===== src/rtl/cmd_status_pkg.sv =====
// Package: shared widths, field positions and masks for the completion status unit.
// Assumes a 16-bit status word with the progress code just above the low controller bits.
package cmd_status_pkg;
    parameter int STAT_W   = 16;
    parameter int LOW_W    = 12;
    parameter int CODE_LSB = 12;
    parameter int CODE_W   = 2;
    parameter int FLAG_BIT = 15;

    localparam logic [STAT_W-1:0] OK_IGNORE = 16'hF011;
    localparam logic [STAT_W-1:0] OK_VALUE  = 16'h0002;

    localparam logic [CODE_W-1:0] CODE_NONE = 2'd0;
    localparam logic [CODE_W-1:0] CODE_HDR  = 2'd1;
    localparam logic [CODE_W-1:0] CODE_DATA = 2'd3;

    typedef enum logic [1:0] {
        POL_NONE    = 2'd0,
        POL_ON_ERR  = 2'd1,
        POL_ALWAYS  = 2'd2,
        POL_ALWAYS2 = 2'd3
    } notify_pol_e;
endpackage


===== src/rtl/cst_field_tracker.sv =====
// Field tracker: holds the status word and the active flag, applies the field-progress
// strobes with a fixed priority and reloads the word at start and at completion.
// Assumes start and completion never occur in the same cycle; start wins if they do.
module cst_field_tracker
    import cmd_status_pkg::*;
(
    input  logic              clk,
    input  logic              rst_n,
    input  logic              start_i,
    input  logic [STAT_W-1:0] run_status_i,
    input  logic              hdr_stb_i,
    input  logic              lbl_stb_i,
    input  logic              dat_stb_i,
    input  logic              bsw_stb_i,
    input  logic              done_i,
    input  logic [STAT_W-1:0] final_i,
    output logic [STAT_W-1:0] status_o,
    output logic              active_o
);
    logic [STAT_W-1:0] status_q;
    logic              active_q;
    logic [CODE_W-1:0] code_cur;
    logic [CODE_W-1:0] code_nxt;

    assign code_cur = status_q[CODE_LSB +: CODE_W];

    // Next progress code from the strobes: data, buffer-switch, label, header.
    always_comb begin
        code_nxt = code_cur;
        if (dat_stb_i)       code_nxt = CODE_DATA;
        else if (bsw_stb_i)  code_nxt = CODE_NONE;
        else if (lbl_stb_i)  code_nxt = code_cur + 1'b1;
        else if (hdr_stb_i)  code_nxt = CODE_HDR;
    end

    // Status register and active flag.
    always_ff @(posedge clk) begin
        if (!rst_n) begin
            status_q <= '0;
            active_q <= 1'b0;
        end else if (start_i) begin
            status_q <= run_status_i;
            active_q <= 1'b1;
        end else if (done_i) begin
            status_q <= {{(STAT_W-LOW_W){1'b0}}, final_i[LOW_W-1:0]};
            active_q <= 1'b0;
        end else if (active_q) begin
            status_q[CODE_LSB +: CODE_W] <= code_nxt;
        end
    end

    assign status_o = status_q;
    assign active_o = active_q;
endmodule


===== src/rtl/cst_status_judge.sv =====
// Status judge: masks the controller status to decide success and merges it into
// the stored word to form the completion status. Purely combinational.
module cst_status_judge
    import cmd_status_pkg::*;
(
    input  logic [STAT_W-1:0] stored_i,
    input  logic [STAT_W-1:0] ctrl_i,
    output logic              ok_o,
    output logic [STAT_W-1:0] final_o
);
    logic [STAT_W-1:0] merged;

    // Success check and word merge.
    always_comb begin
        ok_o   = ((ctrl_i & ~OK_IGNORE) == OK_VALUE);
        merged = {stored_i[STAT_W-1:LOW_W], ctrl_i[LOW_W-1:0]};
        if (!ok_o) merged[FLAG_BIT] = 1'b1;
        final_o = merged;
    end
endmodule


===== src/rtl/cst_chain_policy.sv =====
// Chain policy: from the completion event, the judged result and the command word,
// decides notify, halt and whether to idle or fetch the next command.
module cst_chain_policy
    import cmd_status_pkg::*;
#(
    parameter int POL_LSB  = 14,
    parameter int STOP_BIT = 13
) (
    input  logic              done_i,
    input  logic              ok_i,
    input  logic              flag_i,
    input  logic [STAT_W-1:0] cmd_i,
    input  logic              next_zero_i,
    output logic              notify_o,
    output logic              halt_o,
    output logic              go_idle_o,
    output logic              fetch_next_o
);
    notify_pol_e pol;
    logic        want_notify;
    logic        stop_now;

    assign pol = notify_pol_e'(cmd_i[POL_LSB +: 2]);

    // Notify decision from the two-bit policy.
    always_comb begin
        case (pol)
            POL_NONE:   want_notify = 1'b0;
            POL_ON_ERR: want_notify = flag_i;
            default:    want_notify = 1'b1;
        endcase
    end

    // Halt and chain continuation.
    always_comb begin
        stop_now     = !ok_i && cmd_i[STOP_BIT];
        notify_o     = done_i && want_notify;
        halt_o       = done_i && stop_now;
        go_idle_o    = done_i && (next_zero_i || stop_now);
        fetch_next_o = done_i && !(next_zero_i || stop_now);
    end
endmodule


===== src/rtl/cmd_status_unit.sv =====
// Top: command completion status unit. Tracks field progress of the active command
// and, on the end strobe, emits the completion word and chain decisions.
// Assumes strobes are single-cycle and command inputs are valid with the end strobe.
module cmd_status_unit
    import cmd_status_pkg::*;
(
    input  logic              clk,
    input  logic              rst_n,
    input  logic              start_i,
    input  logic [STAT_W-1:0] run_status_i,
    input  logic              hdr_stb_i,
    input  logic              lbl_stb_i,
    input  logic              dat_stb_i,
    input  logic              bsw_stb_i,
    input  logic              end_stb_i,
    input  logic [STAT_W-1:0] ctrl_status_i,
    input  logic [STAT_W-1:0] cmd_i,
    input  logic              next_zero_i,
    output logic [STAT_W-1:0] status_o,
    output logic [STAT_W-1:0] final_status_o,
    output logic              notify_o,
    output logic              halt_o,
    output logic              go_idle_o,
    output logic              fetch_next_o
);
    logic active;
    logic done;
    logic ok;

    assign done = end_stb_i && active && !start_i;

    cst_field_tracker u_track (
        .clk(clk), .rst_n(rst_n), .start_i(start_i), .run_status_i(run_status_i),
        .hdr_stb_i(hdr_stb_i), .lbl_stb_i(lbl_stb_i), .dat_stb_i(dat_stb_i),
        .bsw_stb_i(bsw_stb_i), .done_i(done), .final_i(final_status_o),
        .status_o(status_o), .active_o(active)
    );

    cst_status_judge u_judge (
        .stored_i(status_o), .ctrl_i(ctrl_status_i), .ok_o(ok), .final_o(final_status_o)
    );

    cst_chain_policy u_policy (
        .done_i(done), .ok_i(ok), .flag_i(final_status_o[FLAG_BIT]), .cmd_i(cmd_i),
        .next_zero_i(next_zero_i), .notify_o(notify_o), .halt_o(halt_o),
        .go_idle_o(go_idle_o), .fetch_next_o(fetch_next_o)
    );
endmodule


===== config.mk =====
export PLATFORM = sky130hd
export DESIGN_NAME = cmd_status_unit
export DESIGN_NICKNAME = d
export VERILOG_FILES = /design/src/rtl/cmd_status_pkg.sv /design/src/rtl/cst_field_tracker.sv /design/src/rtl/cst_status_judge.sv /design/src/rtl/cst_chain_policy.sv /design/src/rtl/cmd_status_unit.sv
export SDC_FILE = /design/constraint.sdc
export NUM_CORES = 1
export LEC_CHECK = 0
export BUFFER_PORTS_ARGS = -buffer_cell sky130_fd_sc_hd__buf_2
export CAP_MARGIN = 30
export CORE_MARGIN = 3
export CORE_UTILIZATION = 40
export CTS_CLUSTER_DIAMETER = 40
export DETAILED_ROUTE_END_ITERATION = 6
export GPL_TIMING_DRIVEN = 0
export PLACE_DENSITY = 0.9
export SLEW_MARGIN = 40
export SYNTH_ARGS = -nofsm -noshare
export SYNTH_HDL_FRONTEND = slang
export SYNTH_SLANG_ARGS = --single-unit

===== constraint.sdc =====
create_clock -name clk -period 3.6 [get_ports clk]
set_clock_uncertainty 0.15 [all_clocks]
set_input_delay 0.36 -clock clk [delete_from_list [all_inputs] [get_ports clk]]
set_output_delay 0.36 -clock clk [all_outputs]
set_load 0.03 [all_outputs]

==> run summary, run 1 <==
Core box area = 2340 um^2
Mapped Area = 1050 um^2
Filler cells = 241
RSZ-0062 raised after global routing = no
Worst hold slack = 0.2178 ns
Num CTS Buffers = 3
Initial drt markers = 23
Syn_nets = 190
First-pass GRT wire length = 4.643 mm
H-tree levels = 1
Final WL = 2.861 mm
Commonest non-fill, non-tap cell in the layout = buf_2
Post-Synth XOR/XNOR Area = 0.008343
Final setup vio count = 0
Worst Hold Class = in2reg
CP startpoint kind = primary input
Worst R2R Path Depth = 6
Sw Ratio = 0.3447
Max Root-Sink Buffers = 2
Yosys top cell by area = dfxtp_1
Global-route usage over all layers = 0.1773
GP Congestion = 0.8656
Period utilization = 0.5910
Hold Path End = u_track.status_o[14]$_SDFFE_PN0P_
Most frequent cells in the layout = buf_2 (76), nand2_1 (18), buf_4 (17), dfxtp_1 (17), o21ai_0 (16)
Port Buffers = 74
Via Count = 1144
Initial antenna violation count = 0
Synth warn = 0
Slew of the pin with the lowest slew margin = 0.4795 ns
Hold buffers post-CTS = 0
Global route overflow = 0
Leakage = 0.8388 nW
Combinational family with the most area after synthesis = simple AND/OR/NAND/NOR gates
Routed vias/inst = 4.787
Critical Path RT = 3.09 ns
Post-Synth Adder-Cell Area = 0
Post-Synth Simple-Gate Area = 0.2789
Worst hold stages = 2
Rows = 17
Clock group share of total power = 0.220
Compound-Gate Fraction of Synth Area = 0.1216
Vias in the first global route = 1126
Mean Syn Cell Area = 7.893 um^2
P per Cell Area = 314.3 nW/um^2
Final non-filler cell area = 1483 um^2
DR WL/cell = 11.97 um
Final max-slew violation count = 0
CP Max Fanout = 3
CP Capture Type = output pin
Drt drc = 0
Net switching power = 0.1607 mW
Area of the multi-input gates = 549.3 um^2
Yosys top cell area share = 0.3242
Clock Pin Slew Worst Setup and Hold Paths = 0.11 ns
Setup TNS = 0 ns
Seq/Total Area, Yosys = 0.3242
Die Ht = 57.23 um
Nets@finish = 269
Worst path arrival time = 1.62 ns
Min Clock Period, post-route = 2.128 ns
Largest cells by area after synthesis = dfxtp_1 (32%), buf_4 (12%), mux2i_1 (11%)
CTS sink cnt = 17
R2R Path Start = u_track.active_o$_SDFFE_PN0P_
ANT cells = 0
# resized after CTS = 0
Gate Count Post-Synth = 133
Comb power frac = 0.334
FF-to-FF setup slack = 2.05 ns
Post-route ant nets = 0
Kind of critical path = in2out
Initial core utilization = 0.4487
Largest net degree at the start of global routing = 11
Clk root buf = clkbuf_4
Slew margin rel. = 0.6803
DP Wirelength = 2.319 mm
Post-synthesis mux area share = 0.1144
HP Start = rst_n
Die area = 3275 um^2
Reg-to-Reg End = u_track.status_o[6]$_SDFFE_PN0P_
Pint = 0.3054 mW
Register bit total from synthesis = 17
Cell Area, Placed = 1455 um^2
Final Util = 0.6337
Layout cell share with drive strength beyond 1 = 0.4787
Status = complete, no violations
Ports = 93
Worst skew pair latency = 0.28 ns
Drt pass-1 iters = 4
Seq pwr share = 0.445
Post-CTS Setup Repair Bufs = 0
Netlist cell types = 25
Peak Freq = 470.0 MHz
P&R area growth vs syn = 41.24%
Worst vdd ir = 0.0002034 V
Critical Path Source = ctrl_status_i[7]
Die Span X = 57.23 um
Final hold violations = 0
Max Cap Violations = 0
Register Area = 340.3 um^2
TritonCTS clock tree = yes
[stage by stage]
| step | power (mW) | worst slack [ns] | cells |
|---|---|---|---|
| global placement | 0.3656 | 1.465 | 235 |
| CTS | 0.4707 | 1.455 | 239 |
| floorplan | 0.3123 | 1.625 | 133 |
| global route | 0.4922 | 1.248 | 239 |
| finish | 0.4660 | 1.472 | 239 |
| detailed placement | 0.3685 | 1.455 | 235 |
[metal layers]
metal,GRT usage,vias up,share of wire
met5,0,-,0
met4,0.05298,0,0.0073
met3,0.06335,2,0.11
met2,0.3181,55,0.46
met1,0.1948,492,0.42
li1,-,595,-
[cell families after synthesis]
family / after synthesis
multiplexers: 12
buffers and inverters: 25
flip-flops: 17
XOR/XNOR: 1
AND/OR/NAND/NOR: 54
AO/OA/AOI/OAI: 24
[cells in the mapped netlist]
cell / n
nor3_2: 1
nand2_1: 18
inv_1: 2
nand3_1: 2
clkbuf_1: 3
and4b_2: 1
nor3_1: 2
a21boi_1: 1
buf_2: 2
nor4_1: 4
a2111oi_1: 1
buf_1: 1
and2_1: 14
nand2_2: 1
nor2_1: 5
mux2i_1: 12
buf_4: 17
nor2b_1: 3
nand4b_1: 1
o21ai_0: 16
or4_1: 1
a21oi_1: 6
dfxtp_1: 17
or4_4: 1
xor2_1: 1
[sequential cells by signal (all words and copies together), names as in the netlist]
name and count:
u_track.status_o 16, u_track.active_o 1
[power groups by stage]
stage	clock (mW)	sequential (mW)	combinational, mW
floorplan	0	0.234	0.0786
global placement	0	0.211	0.154
detailed placement	0	0.212	0.157
CTS	0.106	0.208	0.157
global route	0.113	0.209	0.170
finish	0.103	0.207	0.156
[worst max-delay path by stage]
stage	end	slack, ns
CTS	fetch_next_o	1.45
floorplan	fetch_next_o	1.62
finish	fetch_next_o	1.47
detailed placement	fetch_next_o	1.46
global placement	fetch_next_o	1.46
global route	fetch_next_o	1.25
[worst max-delay path, cell delays in order]
cell and delay [ns]:
buf_2 0.12, nor4_1 0.43, nand3_1 0.18, a21oi_1 0.20
nor2b_1 0.14, buf_2 0.20
[area by class of cell]
type | instances | area share
Clock buffer | 3 | 0.01519
Buffer | 23 | 0.1030
Inverter | 2 | 0.005063
Sequential cell | 17 | 0.2295
Multi-Input combinational cell | 91 | 0.3705
Timing Repair Buffer | 74 | 0.2498
Clock inverter | 1 | 0.003376
Tap cell | 28 | 0.02363
No activity file was read; power rests on OpenSTA's default activity.
==> run 2, diff against run 1 <==
--- a/config.mk
+++ b/config.mk
@@ -8,11 +8,11 @@
 export BUFFER_PORTS_ARGS = -buffer_cell sky130_fd_sc_hd__buf_2
 export CAP_MARGIN = 30
 export CORE_MARGIN = 3
-export CORE_UTILIZATION = 40
+export CORE_UTILIZATION = 37
 export CTS_CLUSTER_DIAMETER = 40
 export DETAILED_ROUTE_END_ITERATION = 6
 export GPL_TIMING_DRIVEN = 0
-export PLACE_DENSITY = 0.9
+export PLACE_DENSITY = 0.84
 export SLEW_MARGIN = 40
 export SYNTH_ARGS = -nofsm -noshare
 export SYNTH_HDL_FRONTEND = slang
==> constraint.sdc (replaced) <==
create_clock -name clk -period 2.1 [get_ports clk]
set_clock_uncertainty 0.15 [all_clocks]
set_input_delay 0.21 -clock clk [delete_from_list [all_inputs] [get_ports clk]]
set_output_delay 0.21 -clock clk [all_outputs]
set_load 0.03 [all_outputs]
==> run summary, run 2 (synthesis results as in run 1) <==
Final hold violations = 0 (unchanged)
RSZ-0062 raised after global routing = no
Met1 Wirelength = 1.206 mm (+0.17%)
Initial antenna violation count = 0 (unchanged)
Period utilization = 0.8753
Filler cells = 261 (+8.3%)
Vias in the first global route = 1060 (-5.9%)
Status = complete, no violations
Die Ht = 59.27 um (+3.6%)
P&R area growth vs syn = 41.48%
Drt drc = 0 (unchanged)
Leakage = 0.8388 nW (unchanged)
# resized after CTS = 0 (unchanged)
DR WL/cell = 11.96 um (-0.10%)
Num CTS Buffers = 3 (unchanged)
CTS sink cnt = 17 (unchanged)
Port Buffers = 74 (unchanged)
Wire length on met2 = 1.338 mm (+1.4%)
Slew of the pin with the lowest slew margin = 0.4556 ns (-0.02390 ns)
Setup TNS = 0 ns (unchanged)
CP Capture Type = output pin
Crit-path slowest cell = nor4_1
Layout cell share with drive strength beyond 1 = 0.4787 (unchanged)
Hold buffers post-CTS = 0 (unchanged)
Top Metal Used = met4
Peak Freq = 544.0 MHz
Clock Pin Slew Worst Setup and Hold Paths = 0.10 ns (about the same)
Die Span X = 59.27 um (+3.6%)
Critical Path Most Common Cell = buf_2
CP peak stage delay = 0.45 ns (+0.02 ns)
Worst path arrival time = 1.48 ns (-0.14 ns)
Max Cap Violations = 0 (unchanged)
First-pass GRT wire length = 4.485 mm (-3.4%)
Final WS setup = 0.2618 ns (-1.211 ns)
Final setup vio count = 0 (unchanged)
ANT cells = 0 (unchanged)
Min Clock Period, post-route = 1.838 ns
Global-route usage over all layers = 0.1669 (-0.01040)
P per Cell Area = 538.5 nW/um^2 (+71%)
Largest net degree at the start of global routing = 11 (unchanged)
Ports = 93 (unchanged)
Slew margin rel. = 0.6934 (+0.01313)
Met3 wire len = 310 um (-1.3%)
CP Max Fanout = 3 (unchanged)
Dpl ws = 0.2388 ns (-1.216 ns)
Via Count = 1155 (+0.96%)
Clk root buf = clkbuf_4
Most frequent cells in the layout = buf_2 (76), nand2_1 (18), buf_4 (17), dfxtp_1 (17), o21ai_0 (16)
CP startpoint kind = primary input
Rows = 18 (+1)
Final max-slew violation count = 0 (unchanged)
Largest register FFs = 16 (unchanged)
Buf/Inv on CP = 2 (unchanged)
Worst Hold Class = in2reg
Nets@finish = 269 (unchanged)
Top delay family on crit path = simple AND/OR/NAND/NOR gates
Worst skew pair latency = 0.29 ns (about the same)
Initial core utilization = 0.4053 (-0.04335)
Commonest non-fill, non-tap cell in the layout = buf_2
GP Congestion = 0.8758 (+1.2%)
Critical Path RT = 1.74 ns (-1.35 ns)
Initial drt markers = 30 (+30%)
Die area = 3512 um^2 (+7.2%)
H-tree levels = 1 (unchanged)
Post-CTS Setup Repair Bufs = 0 (unchanged)
Core box area = 2590 um^2 (+11%)
Worst vdd ir = 0.0004007 V (+97%)
Kind of critical path = in2out
Drt pass-1 iters = 4 (unchanged)
DP Wirelength = 2.294 mm (-1.1%)
Crit-path cells = buf_2 -> nor4_1 -> nand3_1 -> a21oi_1 -> nor2b_1 -> buf_2
TritonCTS clock tree = yes
Final WL = 2.882 mm (+0.73%)
Global route overflow = 0 (unchanged)
Max Root-Sink Buffers = 2 (unchanged)
Post-route ant nets = 0 (unchanged)
Routed vias/inst = 4.793 (+0.12%)
==> run 2: cell counts in the layout (fill, tap and decap cells not counted) <==
Identical to the previous run, type by type.
==> run 2: final timing paths <==
| kind | slack [ns] | start | end | cells after the start |
|---|---|---|---|---|
| max | 0.26 | ctrl_status_i[8] | fetch_next_o | 6 |
| min | 0.07 | run_status_i[9] | u_track.status_o[9]$_SDFFE_PN0P_ | 4 |
| max reg2reg | 0.52 | u_track.active_o$_SDFFE_PN0P_ | u_track.status_o[8]$_SDFFE_PN0P_ | 6 |
| min reg2reg | 0.39 | u_track.status_o[12]$_SDFFE_PN0P_ | u_track.status_o[12]$_SDFFE_PN0P_ | 2 |
==> run 2: per-stage QoR <==
stage,power [mW],hold slack (ns),instance area (um^2),utilization,cells
2_1_floorplan,0.5353,0.1817,1050,-,133
3_3_place_gp,0.6272,0.3648,1458,0.5628,237
3_5_place_dp,0.6318,0.3704,1458,0.5628,237
4_1_cts,0.8130,0.05508,1485,0.5734,241
5_1_grt,0.8481,0.07670,1485,0.5734,241
6_report,0.7997,0.07043,1485,0.5734,241
==> run 2: area by class of cell <==
| class | instances | area [um^2] | share of cell area |
|---|---|---|---|
| inverters | 2 | 7.507 | 0.005055 |
| flip-flops and latches | 17 | 340.3 | 0.2291 |
| plain buffers | 23 | 152.6 | 0.1028 |
| clock buffers | 3 | 22.52 | 0.01516 |
| multi-input cells | 91 | 549.3 | 0.3698 |
| well taps | 30 | 37.54 | 0.02527 |
| clock inverters | 1 | 5.005 | 0.003370 |
| repair buffers | 74 | 370.4 | 0.2494 |
==> run 2: power by group <==
part	internal, mW	switching [mW]	total (mW)
Clock	0.0708	0.106	0.177
Sequential	0.343	0.0126	0.356
Combinational	0.110	0.158	0.267
==> run 2: routing by layer <==
metal | vias to the layer above | GRT usage
met5 | - | 0
met4 | 0 | 0.05825
met3 | 4 | 0.03922
met2 | 57 | 0.2839
met1 | 498 | 0.2037
li1 | 596 | -
==> run 2: worst register-to-register path: cells and delay by family, from the launching register on <==
family          cells  cell delay [ns]
compound gates      1             0.08
buf+inv             2             0.39
flops               1             0.31
mux                 1             0.22
simple gates        2             0.34
==> run 3, diff against run 2 <==
--- a/config.mk
+++ b/config.mk
@@ -5,10 +5,11 @@
 export SDC_FILE = /design/constraint.sdc
 export NUM_CORES = 1
 export LEC_CHECK = 0
+export ABC_AREA = 1
 export BUFFER_PORTS_ARGS = -buffer_cell sky130_fd_sc_hd__buf_2
 export CAP_MARGIN = 30
 export CORE_MARGIN = 3
-export CORE_UTILIZATION = 37
+export CORE_UTILIZATION = 39
 export CTS_CLUSTER_DIAMETER = 40
 export DETAILED_ROUTE_END_ITERATION = 6
 export GPL_TIMING_DRIVEN = 0
==> run summary, run 3 <==
Status = complete, no violations
Mean Syn Cell Area = 7.718 um^2 (-2.2%)
Synth warn = 0 (unchanged)
CTS sink cnt = 17 (unchanged)
Yosys top cell by area = dfxtp_1
Slew of the pin with the lowest slew margin = 0.3023 ns (-0.1534 ns)
Worst skew pair latency = 0.29 ns (about the same)
Nets@finish = 290 (+7.8%)
Global route overflow = 0 (unchanged)
Hold buffers post-CTS = 0 (unchanged)
Die Ht = 61.21 um (+3.3%)
Register Area = 340.3 um^2 (unchanged)
P&R area growth vs syn = 36.63%
Global-route usage over all layers = 0.1508 (-0.01609)
Num CTS Buffers = 3 (unchanged)
Largest cells by area after synthesis = dfxtp_1 (29%), nand2_1 (15%), buf_4 (11%)
Register bit total from synthesis = 17 (unchanged)
Worst Hold Class = in2reg
Post-CTS Setup Repair Bufs = 0 (unchanged)
Largest net degree at the start of global routing = 11 (unchanged)
Worst path arrival time = 1.45 ns (-0.03 ns)
Die Span X = 61.21 um (+3.3%)
Most frequent cells in the layout = buf_2 (76), nand2_1 (47), buf_4 (17), dfxtp_1 (17), nor2_1 (14)
Number of enable flip-flop cells after synthesis = 0 (unchanged)
Worst vdd ir = 0.0002146 V (-46%)
Min Clock Period, post-route = 1.815 ns (-0.02357 ns)
CP Capture Type = output pin
DP Wirelength = 2.409 mm (+5.0%)
First-pass GRT wire length = 4.229 mm (-5.7%)
DR WL/cell = 10.97 um (-8.2%)
Drt pass-1 iters = 4 (unchanged)
Initial core utilization = 0.4202 (+0.01485)
P per Cell Area = 523.0 nW/um^2 (-2.9%)
Die area = 3746 um^2 (+6.7%)
Max Cap Violations = 0 (unchanged)
Gate Count Post-Synth = 154 (+16%)
Initial drt markers = 21 (-30%)
Count leader, synth = nand2_1
GP Congestion = 0.7793 (-11%)
CP startpoint kind = flip-flop
Clk root buf = clkbuf_4
Layout cell share with drive strength beyond 1 = 0.5431 (+0.06443)
Commonest non-fill, non-tap cell in the layout = buf_2
Initial antenna violation count = 0 (unchanged)
List of most frequent post-synthesis cells = nand2_1 (47), buf_4 (17), dfxtp_1 (17), nor2_1 (14), inv_1 (12)
Design Power = 0.8494 mW (+6.2%)
Yosys top cell area share = 0.2863 (-0.03788)
CP Max Fanout = 10 (+7)
Period utilization = 0.8641 (-0.01122)
RSZ-0062 raised after global routing = no
Port Buffers = 74 (unchanged)
Max Root-Sink Buffers = 2 (unchanged)
ANT cells = 0 (unchanged)
Slew margin rel. = 0.7985 (+0.1050)
Mapped Area = 1189 um^2 (+13%)
Syn_nets = 211 (+11%)
Post-route ant nets = 0 (unchanged)
Final setup vio count = 0 (unchanged)
Routed vias/inst = 4.483 (-6.5%)
Leakage = 0.9191 nW (+9.6%)
Seq/Total Area, Yosys = 0.2863 (-0.03788)
Ys flop type = dfxtp_1
Clock Pin Slew Worst Setup and Hold Paths = 0.10 ns (about the same)
Final hold violations = 0 (unchanged)
TritonCTS clock tree = yes
H-tree levels = 1 (unchanged)
Setup TNS = 0 ns (unchanged)
Core box area = 2829 um^2 (+9.2%)
Asr flop ratio synth = 0 (unchanged)
Ports = 93 (unchanged)
Largest register FFs = 16 (unchanged)
Final WL = 2.886 mm (+0.14%)
Critical Path RT = 1.74 ns (about the same)
Netlist cell types = 22 (-12%)
Final max-slew violation count = 0 (unchanged)
Kind of critical path = reg2out
Rows = 19 (+1)
# resized after CTS = 0 (unchanged)
Filler cells = 287 (+10%)
Via Count = 1179 (+2.1%)
Drt drc = 0 (unchanged)
Area of the multi-input gates = 608.1 um^2 (+11%)
Peak Freq = 551.1 MHz (+1.3%)
Vias in the first global route = 1024 (-3.4%)
run 3: cell count changes in the layout (fill, tap and decap cells not counted), sizes merged, moves of 3 or more:
cell / delta
o21ai: -13
nor2b: -3
and2: -14
nor2: +10
nand2: +41
nor4: -4
a31oi: +12
mux2i: -12
nor3: -3
inv: +13
run 3: final timing paths:
| kind | from | endpoint | slack [ns] | depth (start not counted) |
|---|---|---|---|---|
| max reg2reg | u_track.active_o$_SDFFE_PN0P_ | u_track.status_o[8]$_SDFFE_PN0P_ | 0.87 | 5 |
| min | run_status_i[14] | u_track.status_o[14]$_SDFFE_PN0P_ | 0.03 | 3 |
| max | u_track.active_o$_SDFFE_PN0P_ | go_idle_o | 0.29 | 6 |
| min reg2reg | u_track.status_o[11]$_SDFFE_PN0P_ | u_track.status_o[11]$_SDFFE_PN0P_ | 0.32 | 2 |
run 3: cell families after synthesis:
kind of cell,share of synthesized area
compound gates,0.1453
buf+inv,0.2021
flops,0.2863
simple gates,0.3663
run 3: routing by layer:
metal,vias to the layer above,part of all wire,global-route usage
met1,515,0.41,0.1749
met3,2,0.060,0.03354
li1,626,-,-
met5,-,0,0
met2,36,0.52,0.2734
met4,0,0.0069,0.04644
run 3: final cells by class:
| class | count | area share |
|---|---|---|
| flip-flops and latches | 17 | 0.2096 |
| well taps | 31 | 0.02388 |
| inverters | 15 | 0.04391 |
| repair buffers | 74 | 0.2280 |
| multi-input cells | 101 | 0.3744 |
| plain buffers | 21 | 0.1040 |
| clock buffers | 4 | 0.01618 |
run 3: stage by stage:
step | setup slack, ns | instances | cell area, um^2 | util | hold slack, ns
floorplan | 0.4921 | 154 | 1189 | - | 0.1826
global placement | 0.5705 | 259 | 1598 | 0.5648 | 0.3060
detailed placement | 0.5574 | 259 | 1598 | 0.5648 | 0.3095
CTS | 0.2666 | 263 | 1624 | 0.5741 | 0.02478
global route | 0.1664 | 263 | 1624 | 0.5741 | 0.02662
finish | 0.2854 | 263 | 1624 | 0.5741 | 0.02875
run 3: critical path, cell delays in order (launching register included):
cell and delay, ns:
dfxtp_1 0.39, nand2_4 0.09, nor2_4 0.10, buf_4 0.18, inv_2 0.06, a21oi_1 0.12, buf_2 0.22
run 3: where the power goes:
part,switching [mW],internal (mW)
clock,0.104,0.0737
combinational,0.188,0.120
sequential,0.0188,0.345
